`src/rtl/pmon_pkg.sv`:
```
`timescale 1ns/1ps
package pmon_pkg;

  localparam int MAX_AVG_LOG2 = 10;

  typedef enum logic [2:0] {
    ST_OFF, ST_WAKE, ST_SHUNT, ST_BUS, ST_PUB, ST_IDLE
  } seq_st_t;

  typedef struct packed {
    logic [3:0] rsvd;
    logic [2:0] avg;
    logic [2:0] bct;
    logic [2:0] sct;
    logic [2:0] mode;
  } cfg_t;

  localparam cfg_t CFG_RESET = '{rsvd: 4'h0, avg: 3'd0, bct: 3'd4,
                                 sct: 3'd4, mode: 3'b111};

  function automatic logic [3:0] avg_shift(input logic [2:0] code);
    case (code)
      3'd0:    return 4'd0;
      3'd1:    return 4'd2;
      3'd2:    return 4'd4;
      3'd3:    return 4'd6;
      3'd4:    return 4'd7;
      3'd5:    return 4'd8;
      3'd6:    return 4'd9;
      default: return 4'd10;
    endcase
  endfunction

  function automatic logic mode_active(input logic [2:0] m);
    return m[1:0] != 2'b00;
  endfunction

  function automatic seq_st_t first_state(input logic [2:0] m);
    return m[0] ? ST_SHUNT : ST_BUS;
  endfunction

endpackage

```
`src/rtl/pmon_ctrl.sv`:
```
`timescale 1ns/1ps
module pmon_ctrl
  import pmon_pkg::*;
#(
  parameter int TICK_W     = 16,
  parameter int CT_OFFSET  = 2,
  parameter int CT_STEP    = 2,
  parameter int WAKE_TICKS = 10,
  parameter int NS_W       = MAX_AVG_LOG2 + 1
) (
  input  logic        clk,
  input  logic        rst,
  input  logic        cfg_we,
  input  logic [15:0] cfg_wdata,
  output logic [2:0]  run_mode,
  output logic [3:0]  avg_sh,
  output logic        take_shunt,
  output logic        take_bus,
  output logic        publish
);

  cfg_t              cfg_q;
  cfg_t              cfg_n;
  seq_st_t           st;
  logic [TICK_W-1:0] cnt;
  logic [TICK_W-1:0] sh_lim;
  logic [TICK_W-1:0] bu_lim;
  logic [NS_W-1:0]   nsmp;
  logic [NS_W-1:0]   nlast;
  logic              last;
  logic              unused_rsvd;

  assign cfg_n       = cfg_t'(cfg_wdata);
  assign unused_rsvd = ^{cfg_n.rsvd, cfg_q.rsvd};
  assign run_mode    = cfg_q.mode;
  assign avg_sh      = avg_shift(cfg_q.avg);

  assign sh_lim = TICK_W'(CT_OFFSET) + (TICK_W'(CT_STEP) << cfg_q.sct) - TICK_W'(1);
  assign bu_lim = TICK_W'(CT_OFFSET) + (TICK_W'(CT_STEP) << cfg_q.bct) - TICK_W'(1);
  assign nlast  = (NS_W'(1) << avg_sh) - NS_W'(1);
  assign last   = (nsmp == nlast);

  assign take_shunt = !cfg_we && (st == ST_SHUNT) && (cnt == sh_lim);
  assign take_bus   = !cfg_we && (st == ST_BUS) && (cnt == bu_lim);
  assign publish    = !cfg_we && (st == ST_PUB);

  always_ff @(posedge clk) begin
    if (rst) begin
      cfg_q <= CFG_RESET;
      st    <= ST_SHUNT;
      cnt   <= '0;
      nsmp  <= '0;
    end else if (cfg_we) begin
      cfg_q <= cfg_n;
      cnt   <= '0;
      nsmp  <= '0;
      if (!mode_active(cfg_n.mode))
        st <= ST_OFF;
      else if (st == ST_OFF || st == ST_WAKE)
        st <= ST_WAKE;
      else
        st <= first_state(cfg_n.mode);
    end else begin
      case (st)
        ST_WAKE: begin
          if (cnt == TICK_W'(WAKE_TICKS - 1)) begin
            cnt <= '0;
            st  <= first_state(cfg_q.mode);
          end else begin
            cnt <= cnt + TICK_W'(1);
          end
        end
        ST_SHUNT: begin
          if (take_shunt) begin
            cnt <= '0;
            if (cfg_q.mode[1])
              st <= ST_BUS;
            else if (last)
              st <= ST_PUB;
            else
              nsmp <= nsmp + NS_W'(1);
          end else begin
            cnt <= cnt + TICK_W'(1);
          end
        end
        ST_BUS: begin
          if (take_bus) begin
            cnt <= '0;
            if (last) begin
              st <= ST_PUB;
            end else begin
              nsmp <= nsmp + NS_W'(1);
              st   <= first_state(cfg_q.mode);
            end
          end else begin
            cnt <= cnt + TICK_W'(1);
          end
        end
        ST_PUB: begin
          nsmp <= '0;
          st   <= cfg_q.mode[2] ? first_state(cfg_q.mode) : ST_IDLE;
        end
        default: ;
      endcase
    end
  end

endmodule

```
`src/rtl/pmon_arith.sv`:
```
`timescale 1ns/1ps
module pmon_arith #(
  parameter int DW        = 16,
  parameter int CUR_SHIFT = 11,
  parameter int PWR_DIV   = 20000
) (
  input  logic [DW-1:0] shunt,
  input  logic [DW-1:0] cal,
  input  logic [DW-1:0] bus,
  input  logic [DW-1:0] cur_in,
  output logic [DW-1:0] cur_val,
  output logic          cur_ovf,
  output logic [DW-1:0] pwr_val,
  output logic          pwr_ovf
);

  localparam int PW = 2 * DW + 1;
  localparam logic signed [PW-1:0] CMAX = PW'((64'sd1 <<< (DW - 1)) - 64'sd1);
  localparam logic signed [PW-1:0] CMIN = ~CMAX;
  localparam logic [PW-1:0]        PMAX = PW'({DW{1'b1}});

  logic signed [PW-1:0] prod;
  logic signed [PW-1:0] quo;
  logic [DW:0]          mag;
  logic [PW-1:0]        pprod;
  logic [PW-1:0]        pquo;

  // Current: signed product scaled down by a power of two (floor).
  always_comb begin
    prod    = $signed(shunt) * $signed({1'b0, cal});
    quo     = prod >>> CUR_SHIFT;
    cur_ovf = (quo > CMAX) || (quo < CMIN);
    if (quo > CMAX)
      cur_val = CMAX[DW-1:0];
    else if (quo < CMIN)
      cur_val = CMIN[DW-1:0];
    else
      cur_val = quo[DW-1:0];
  end

  // Power: current magnitude times bus, divided by the fixed constant.
  always_comb begin
    mag     = cur_in[DW-1] ? ({1'b0, ~cur_in} + (DW+1)'(1)) : {1'b0, cur_in};
    pprod   = PW'(mag) * PW'(bus);
    pquo    = pprod / PW'(PWR_DIV);
    pwr_ovf = pquo > PMAX;
    pwr_val = pwr_ovf ? {DW{1'b1}} : pquo[DW-1:0];
  end

endmodule

```
`src/rtl/pmon_accum.sv`:
```
`timescale 1ns/1ps
module pmon_accum #(
  parameter int DW     = 16,
  parameter int ACC_W  = 27,
  parameter bit SIGNED = 1'b1
) (
  input  logic          clk,
  input  logic          rst,
  input  logic          clr,
  input  logic          add,
  input  logic [DW-1:0] val,
  input  logic [3:0]    sh,
  output logic [DW-1:0] avg
);

  logic [ACC_W-1:0] acc;
  logic [ACC_W-1:0] ext;
  logic [ACC_W-1:0] shv;

  generate
    if (SIGNED) begin : g_signed
      assign ext = {{(ACC_W-DW){val[DW-1]}}, val};
      assign shv = $signed(acc) >>> sh;
    end else begin : g_unsigned
      assign ext = {{(ACC_W-DW){1'b0}}, val};
      assign shv = acc >> sh;
    end
  endgenerate

  assign avg = shv[DW-1:0];

  always_ff @(posedge clk) begin
    if (rst || clr)
      acc <= '0;
    else if (add)
      acc <= acc + ext;
  end

endmodule

```
`src/rtl/pmon_seq.sv`:
```
`timescale 1ns/1ps
module pmon_seq
  import pmon_pkg::*;
#(
  parameter int DW         = 16,
  parameter int TICK_W     = 16,
  parameter int CT_OFFSET  = 2,
  parameter int CT_STEP    = 2,
  parameter int WAKE_TICKS = 10,
  parameter int CUR_SHIFT  = 11,
  parameter int PWR_DIV    = 20000
) (
  input  logic          clk,
  input  logic          rst,
  input  logic          cfg_we,
  input  logic [15:0]   cfg_wdata,
  input  logic [DW-1:0] cal_word,
  input  logic [DW-1:0] adc_shunt,
  input  logic [DW-1:0] adc_bus,
  output logic [DW-1:0] shunt_avg,
  output logic [DW-1:0] bus_avg,
  output logic [DW-1:0] cur_avg,
  output logic [DW-1:0] pwr_avg,
  output logic          res_ovf,
  output logic          conv_rdy
);

  localparam int NS_W  = MAX_AVG_LOG2 + 1;
  localparam int ACC_W = DW + MAX_AVG_LOG2 + 1;
  localparam int NQ    = 4;

  logic [2:0]           run_mode;
  logic [3:0]           avg_sh;
  logic                 take_shunt;
  logic                 take_bus;
  logic                 publish;
  logic                 acc_clr;
  logic [DW-1:0]        cur_val;
  logic [DW-1:0]        pwr_val;
  logic                 cur_ovf;
  logic                 pwr_ovf;
  logic [DW-1:0]        cur_last;
  logic                 run_ovf;
  logic [NQ-1:0][DW-1:0] q_val;
  logic [NQ-1:0][DW-1:0] q_avg;
  logic [NQ-1:0]        q_add;

  pmon_ctrl #(
    .TICK_W(TICK_W), .CT_OFFSET(CT_OFFSET), .CT_STEP(CT_STEP),
    .WAKE_TICKS(WAKE_TICKS), .NS_W(NS_W)
  ) u_ctrl (
    .clk(clk), .rst(rst), .cfg_we(cfg_we), .cfg_wdata(cfg_wdata),
    .run_mode(run_mode), .avg_sh(avg_sh), .take_shunt(take_shunt),
    .take_bus(take_bus), .publish(publish)
  );

  pmon_arith #(.DW(DW), .CUR_SHIFT(CUR_SHIFT), .PWR_DIV(PWR_DIV)) u_arith (
    .shunt(adc_shunt), .cal(cal_word), .bus(adc_bus), .cur_in(cur_last),
    .cur_val(cur_val), .cur_ovf(cur_ovf), .pwr_val(pwr_val), .pwr_ovf(pwr_ovf)
  );

  assign acc_clr = publish || cfg_we;

  // Quantity order: 0 shunt, 1 bus, 2 current, 3 power (even = signed).
  assign q_val = {pwr_val, cur_val, adc_bus, adc_shunt};
  assign q_add = {take_bus, take_shunt, take_bus, take_shunt};

  generate
    for (genvar g = 0; g < NQ; g++) begin : g_acc
      pmon_accum #(.DW(DW), .ACC_W(ACC_W), .SIGNED((g % 2) == 0)) u_acc (
        .clk(clk), .rst(rst), .clr(acc_clr), .add(q_add[g]),
        .val(q_val[g]), .sh(avg_sh), .avg(q_avg[g])
      );
    end
  endgenerate

  always_ff @(posedge clk) begin
    if (rst)
      cur_last <= '0;
    else if (take_shunt)
      cur_last <= cur_val;
  end

  always_ff @(posedge clk) begin
    if (rst || acc_clr)
      run_ovf <= 1'b0;
    else if ((take_shunt && cur_ovf) || (take_bus && pwr_ovf))
      run_ovf <= 1'b1;
  end

  always_ff @(posedge clk) begin
    if (rst) begin
      shunt_avg <= '0;
      bus_avg   <= '0;
      cur_avg   <= '0;
      pwr_avg   <= '0;
      res_ovf   <= 1'b0;
      conv_rdy  <= 1'b0;
    end else begin
      conv_rdy <= publish;
      if (publish) begin
        res_ovf <= run_ovf;
        if (run_mode[0]) begin
          shunt_avg <= q_avg[0];
          cur_avg   <= q_avg[2];
        end
        if (run_mode[1]) begin
          bus_avg <= q_avg[1];
          pwr_avg <= q_avg[3];
        end
      end
    end
  end

endmodule

```
`config.mk`:
```
export PLATFORM = sky130hd
export DESIGN_NAME = pmon_seq
export DESIGN_NICKNAME = d
export VERILOG_FILES = /design/src/rtl/pmon_pkg.sv /design/src/rtl/pmon_ctrl.sv /design/src/rtl/pmon_arith.sv /design/src/rtl/pmon_accum.sv /design/src/rtl/pmon_seq.sv
export SDC_FILE = /design/constraint.sdc
export NUM_CORES = 2
export LEC_CHECK = 0
export BUFFER_PORTS_ARGS = -buffer_cell sky130_fd_sc_hd__buf_2
export CORE_ASPECT_RATIO = 1.75
export CORE_MARGIN = 5
export CORE_UTILIZATION = 35
export DETAILED_ROUTE_END_ITERATION = 6
export GPL_TIMING_DRIVEN = 0
export SLEW_MARGIN = 5
export SYNTH_ARGS = -nofsm -noshare
export SYNTH_HDL_FRONTEND = slang
export SYNTH_HIERARCHICAL = 1
export SYNTH_SLANG_ARGS = --single-unit
```
`constraint.sdc`:
```
create_clock -name clk -period 44.6 [get_ports clk]
set_clock_uncertainty 0.15 [all_clocks]
set_input_delay 8.92 -clock clk [delete_from_list [all_inputs] [get_ports clk]]
set_output_delay 8.92 -clock clk [all_outputs]
set_load 0.05 [all_outputs]
```
==> results.env <==
FIN_NETS=6464
HOLDCRITPATHCLASS='reg2reg'
CRITICAL-PATH-MAX-STAGE-DELAY_NS=1.08
DIE_AREA_UM2=136000
FLOORPLAN.INITIALDENSITY_PCT=35.2
DIE_W_UM=281
CRITICAL_PATH_PEAK_FANOUT=10
SETUP.WORST_PATH.START_CLASS='input port'
ANT_NETS=0
ROUTE.DETAILED.WL_PER_INST_UM=20.0
CTS_TREE='done'
FIRST_GLOBAL_VIAS=42947
GPL.FINAL_WEIGHTED_CONGESTION=0.937
DRV_CAP=0
CTS_ROOT_BUFFER='sky130_fd_sc_hd__clkbuf_16'
GLOBALROUTEOVERFLOWTOTAL=0
SYNTH_AREA_UM2=45100
SETUP_TOTAL_NEGATIVE_SLACK_NS=0
INSERTED_CLOCK_BUFFERS=24
AREA_GROWTH_SYN_TO_FIN_PCT=8.27
FINALMAXSLEWVIOLATIONS=0
GRT_SETUP_UNREPAIRED='no'
DETAILEDPLACE.WORSTSLACK_NS=9.41
ANTENNA_FOUND_INITIAL=13
WORSTHOLDSTART='res_ovf$_SDFFE_PP0P_'
TIMING.CRITICAL_PATH.SLOWEST_STAGE_CELL='sky130_fd_sc_hd__a221oi_1'
CLOCK_PIN_SLEW_ON_THE_WORST_SETUP_AND_HOLD_PATHS_NS=0.07
HOLD_DEPTH=2
TIMING.FINAL.SETUP_VIOLATIONS=0
COREAREA_UM2=128000
GRT_FIRST_PASS_WIRELENGTH_MM=233
SYN-INSTANCE-COUNT=5508
DIEHEIGHT_UM=485
REGTOREGENDPOINT='g_acc[3].u_acc/acc[18]$_SDFFE_PP0P_'
WORST-SLEW-PIN-TRANSITION_NS=1.27
CLOCK-SINKS=233
NUM-FILL-CELLS=13230
GRT.MET3_USAGE_PCT=1.65
GRT_MAX_DEGREE=22
POST_CTS_HOLD_BUFFER_COUNT=0
POST_LAYOUT_NONFILLER_INSTANCES=7374
FINAL.SETUP.WORST_SLACK_NS=9.66
DP_CELLS=7325
DETAILEDROUTE.FIRSTITERATIONVIOLATIONS=2338
MET2_USE_GR_PCT=41.1
HTREE_LEVELS=1
GLOBAL_ROUTE.USAGE.TOTAL_PCT=20.9
GRTUSAGEMET1_PCT=21.9
SYNTHESIS.AREA_PER_INSTANCE_UM2=8.19
FINAL_HOLD_VIOL_COUNT=0
CTS.PATH.MAX_BUFFERS=3
LAYOUT_MIN_CYCLE_TIME_NS=34.94
CTS.REPAIR.RESIZED=0
POSTROUTEWIRELENGTH_MM=147
DETAILROUTE.VIA_COUNT=41955
CLK_LATENCY_NS=0.54
POST_CTS_BUFFERS=0
WORST_EP_REQUIRED_TIME_NS=44.87
CP-END-KIND='flop'
FRACTION_OF_LAYOUT_CELLS_WITH_A_SIZE_SUFFIX_ABOVE_1_PCT=11.6
PORTBUFFERS=128
STD_CELL_ROWS=174
WORSTSETUPPATHTYPE='in2reg'
ACHIEVABLE-FREQUENCY_MHz=28.6
DRTPASS1ITERATIONS=7
DPL.HPWL_MM=122
TIMING.FINAL.CRIT_SHARE_PCT=78.3
MAX_SLEW_MARGIN_PCT=15.2
IOS=133
REG2REG_SETUP_SLACK_NS=16.22
REG2REG_FROM='cur_last[4]$_SDFFE_PP0P_'
CRITICAL-PATH-TOP-CELL-BY-COUNT='sky130_fd_sc_hd__fa_1'
DRC=0
GLOBAL_ROUTE.PEAK_USAGE_LAYER='met2'
POST_DETAILED_ROUTE_VIA_TO_CELL_RATIO=5.69
WORSTREGTOREGCELLS=86
RUN_STATUS='finished clean'
ARRIVAL_NS=35.21
FINAL_CORE_UTILIZATION_PCT=38.1
SYNTH-WARNING-COUNT=6
WORST_HOLD_PATH.ENDPOINT='res_ovf$_SDFFE_PP0P_'
## worst max-delay path: cells and delay by family
family	cells	cell delay, ns
simple gates	19	4.99
xor+xnor	2	0.50
fa+ha+maj	10	4.60
mux	3	0.98
buf+inv	9	1.54
compound gates	38	13.56
## how the worst max path moves through the flow
stage	start	cells past startpoint	to	slack (ns)
floorplan	adc_bus[9]	84	g_acc[3].u_acc/acc[26]$_SDFFE_PP0P_	14.65
global placement	adc_bus[12]	80	g_acc[3].u_acc/acc[26]$_SDFFE_PP0P_	9.46
detailed placement	adc_bus[12]	82	g_acc[3].u_acc/acc[18]$_SDFFE_PP0P_	9.41
CTS	adc_bus[12]	80	g_acc[3].u_acc/acc[18]$_SDFFE_PP0P_	9.88
global route	adc_bus[3]	79	g_acc[3].u_acc/acc[26]$_SDFFE_PP0P_	7.84
finish	adc_bus[12]	81	g_acc[3].u_acc/acc[18]$_SDFFE_PP0P_	9.66
## per-layer routing
metal | share of wire [%] | wire length (µm)
met5 | 0.018 | 27
met4 | 5.8 | 8530
met3 | 3.9 | 5720
met2 | 54 | 80200
met1 | 36 | 53000
## cells in the final DEF (no fill, tap or decap), types with 20 or more instances in the layout
cell,n
sky130_fd_sc_hd__o21ai_0,163
sky130_fd_sc_hd__a21bo_2,36
sky130_fd_sc_hd__nor3_1,82
sky130_fd_sc_hd__or3_1,51
sky130_fd_sc_hd__o21a_1,43
sky130_fd_sc_hd__clkbuf_16,25
sky130_fd_sc_hd__and2_1,241
sky130_fd_sc_hd__fa_1,405
sky130_fd_sc_hd__mux2_2,36
sky130_fd_sc_hd__a21bo_1,30
sky130_fd_sc_hd__mux4_2,72
sky130_fd_sc_hd__mux2i_1,157
sky130_fd_sc_hd__o31ai_1,23
sky130_fd_sc_hd__o21ai_1,59
sky130_fd_sc_hd__o22ai_1,29
sky130_fd_sc_hd__xnor2_1,139
sky130_fd_sc_hd__ha_1,313
sky130_fd_sc_hd__xor2_1,46
sky130_fd_sc_hd__o211ai_1,61
sky130_fd_sc_hd__nor2_1,304
sky130_fd_sc_hd__a31oi_1,66
sky130_fd_sc_hd__nand2_1,616
sky130_fd_sc_hd__nand4_1,63
sky130_fd_sc_hd__and3_1,39
sky130_fd_sc_hd__inv_1,557
sky130_fd_sc_hd__a21oi_1,331
sky130_fd_sc_hd__clkbuf_1,155
sky130_fd_sc_hd__dfxtp_1,233
sky130_fd_sc_hd__nor4_1,29
sky130_fd_sc_hd__nand2b_1,44
sky130_fd_sc_hd__nand3_1,201
sky130_fd_sc_hd__a21o_1,87
sky130_fd_sc_hd__nor2b_1,32
sky130_fd_sc_hd__buf_4,20
sky130_fd_sc_hd__o2111ai_1,21
sky130_fd_sc_hd__a21oi_2,37
sky130_fd_sc_hd__buf_2,225
sky130_fd_sc_hd__a211oi_1,57
## stage by stage
| step | hold slack (ns) | area, µm² |
|---|---|---|
| global placement | 0.323 | 47900 |
| global route | 0.388 | 48800 |
| CTS | 0.351 | 48800 |
| floorplan | 0.310 | 45100 |
| finish | 0.344 | 48800 |
| detailed placement | 0.335 | 47900 |
## cell type report
| type | count | area, µm² | area share [%] |
|---|---|---|---|
| multi-input combinational | 4428 | 37000 | 75.8 |
| sequential | 233 | 4660 | 9.55 |
| inverter | 563 | 2110 | 4.33 |
| tap | 1672 | 2090 | 4.29 |
| buffer | 298 | 1380 | 2.82 |
| clock buffer | 31 | 698 | 1.43 |
| timing repair buffer | 131 | 664 | 1.36 |
| clock inverter | 11 | 183 | 0.374 |
| antenna | 7 | 17.5 | 0.0359 |
## state kept, by name, summed over array words and instances, names as in the netlist, 3 cells and up
register,cells
pwr_avg,16
u_ctrl/cfg_q,9
bus_avg,16
cur_last,16
g_acc.u_acc/acc,108
u_ctrl/nsmp,11
u_ctrl/cnt,16
u_ctrl/run_mode,3
shunt_avg,16
cur_avg,16
u_ctrl/st,3
Power is left out: the tool's default activity adds up to more than one toggle a clock period on the data nets, which glitch-free logic cannot reach.
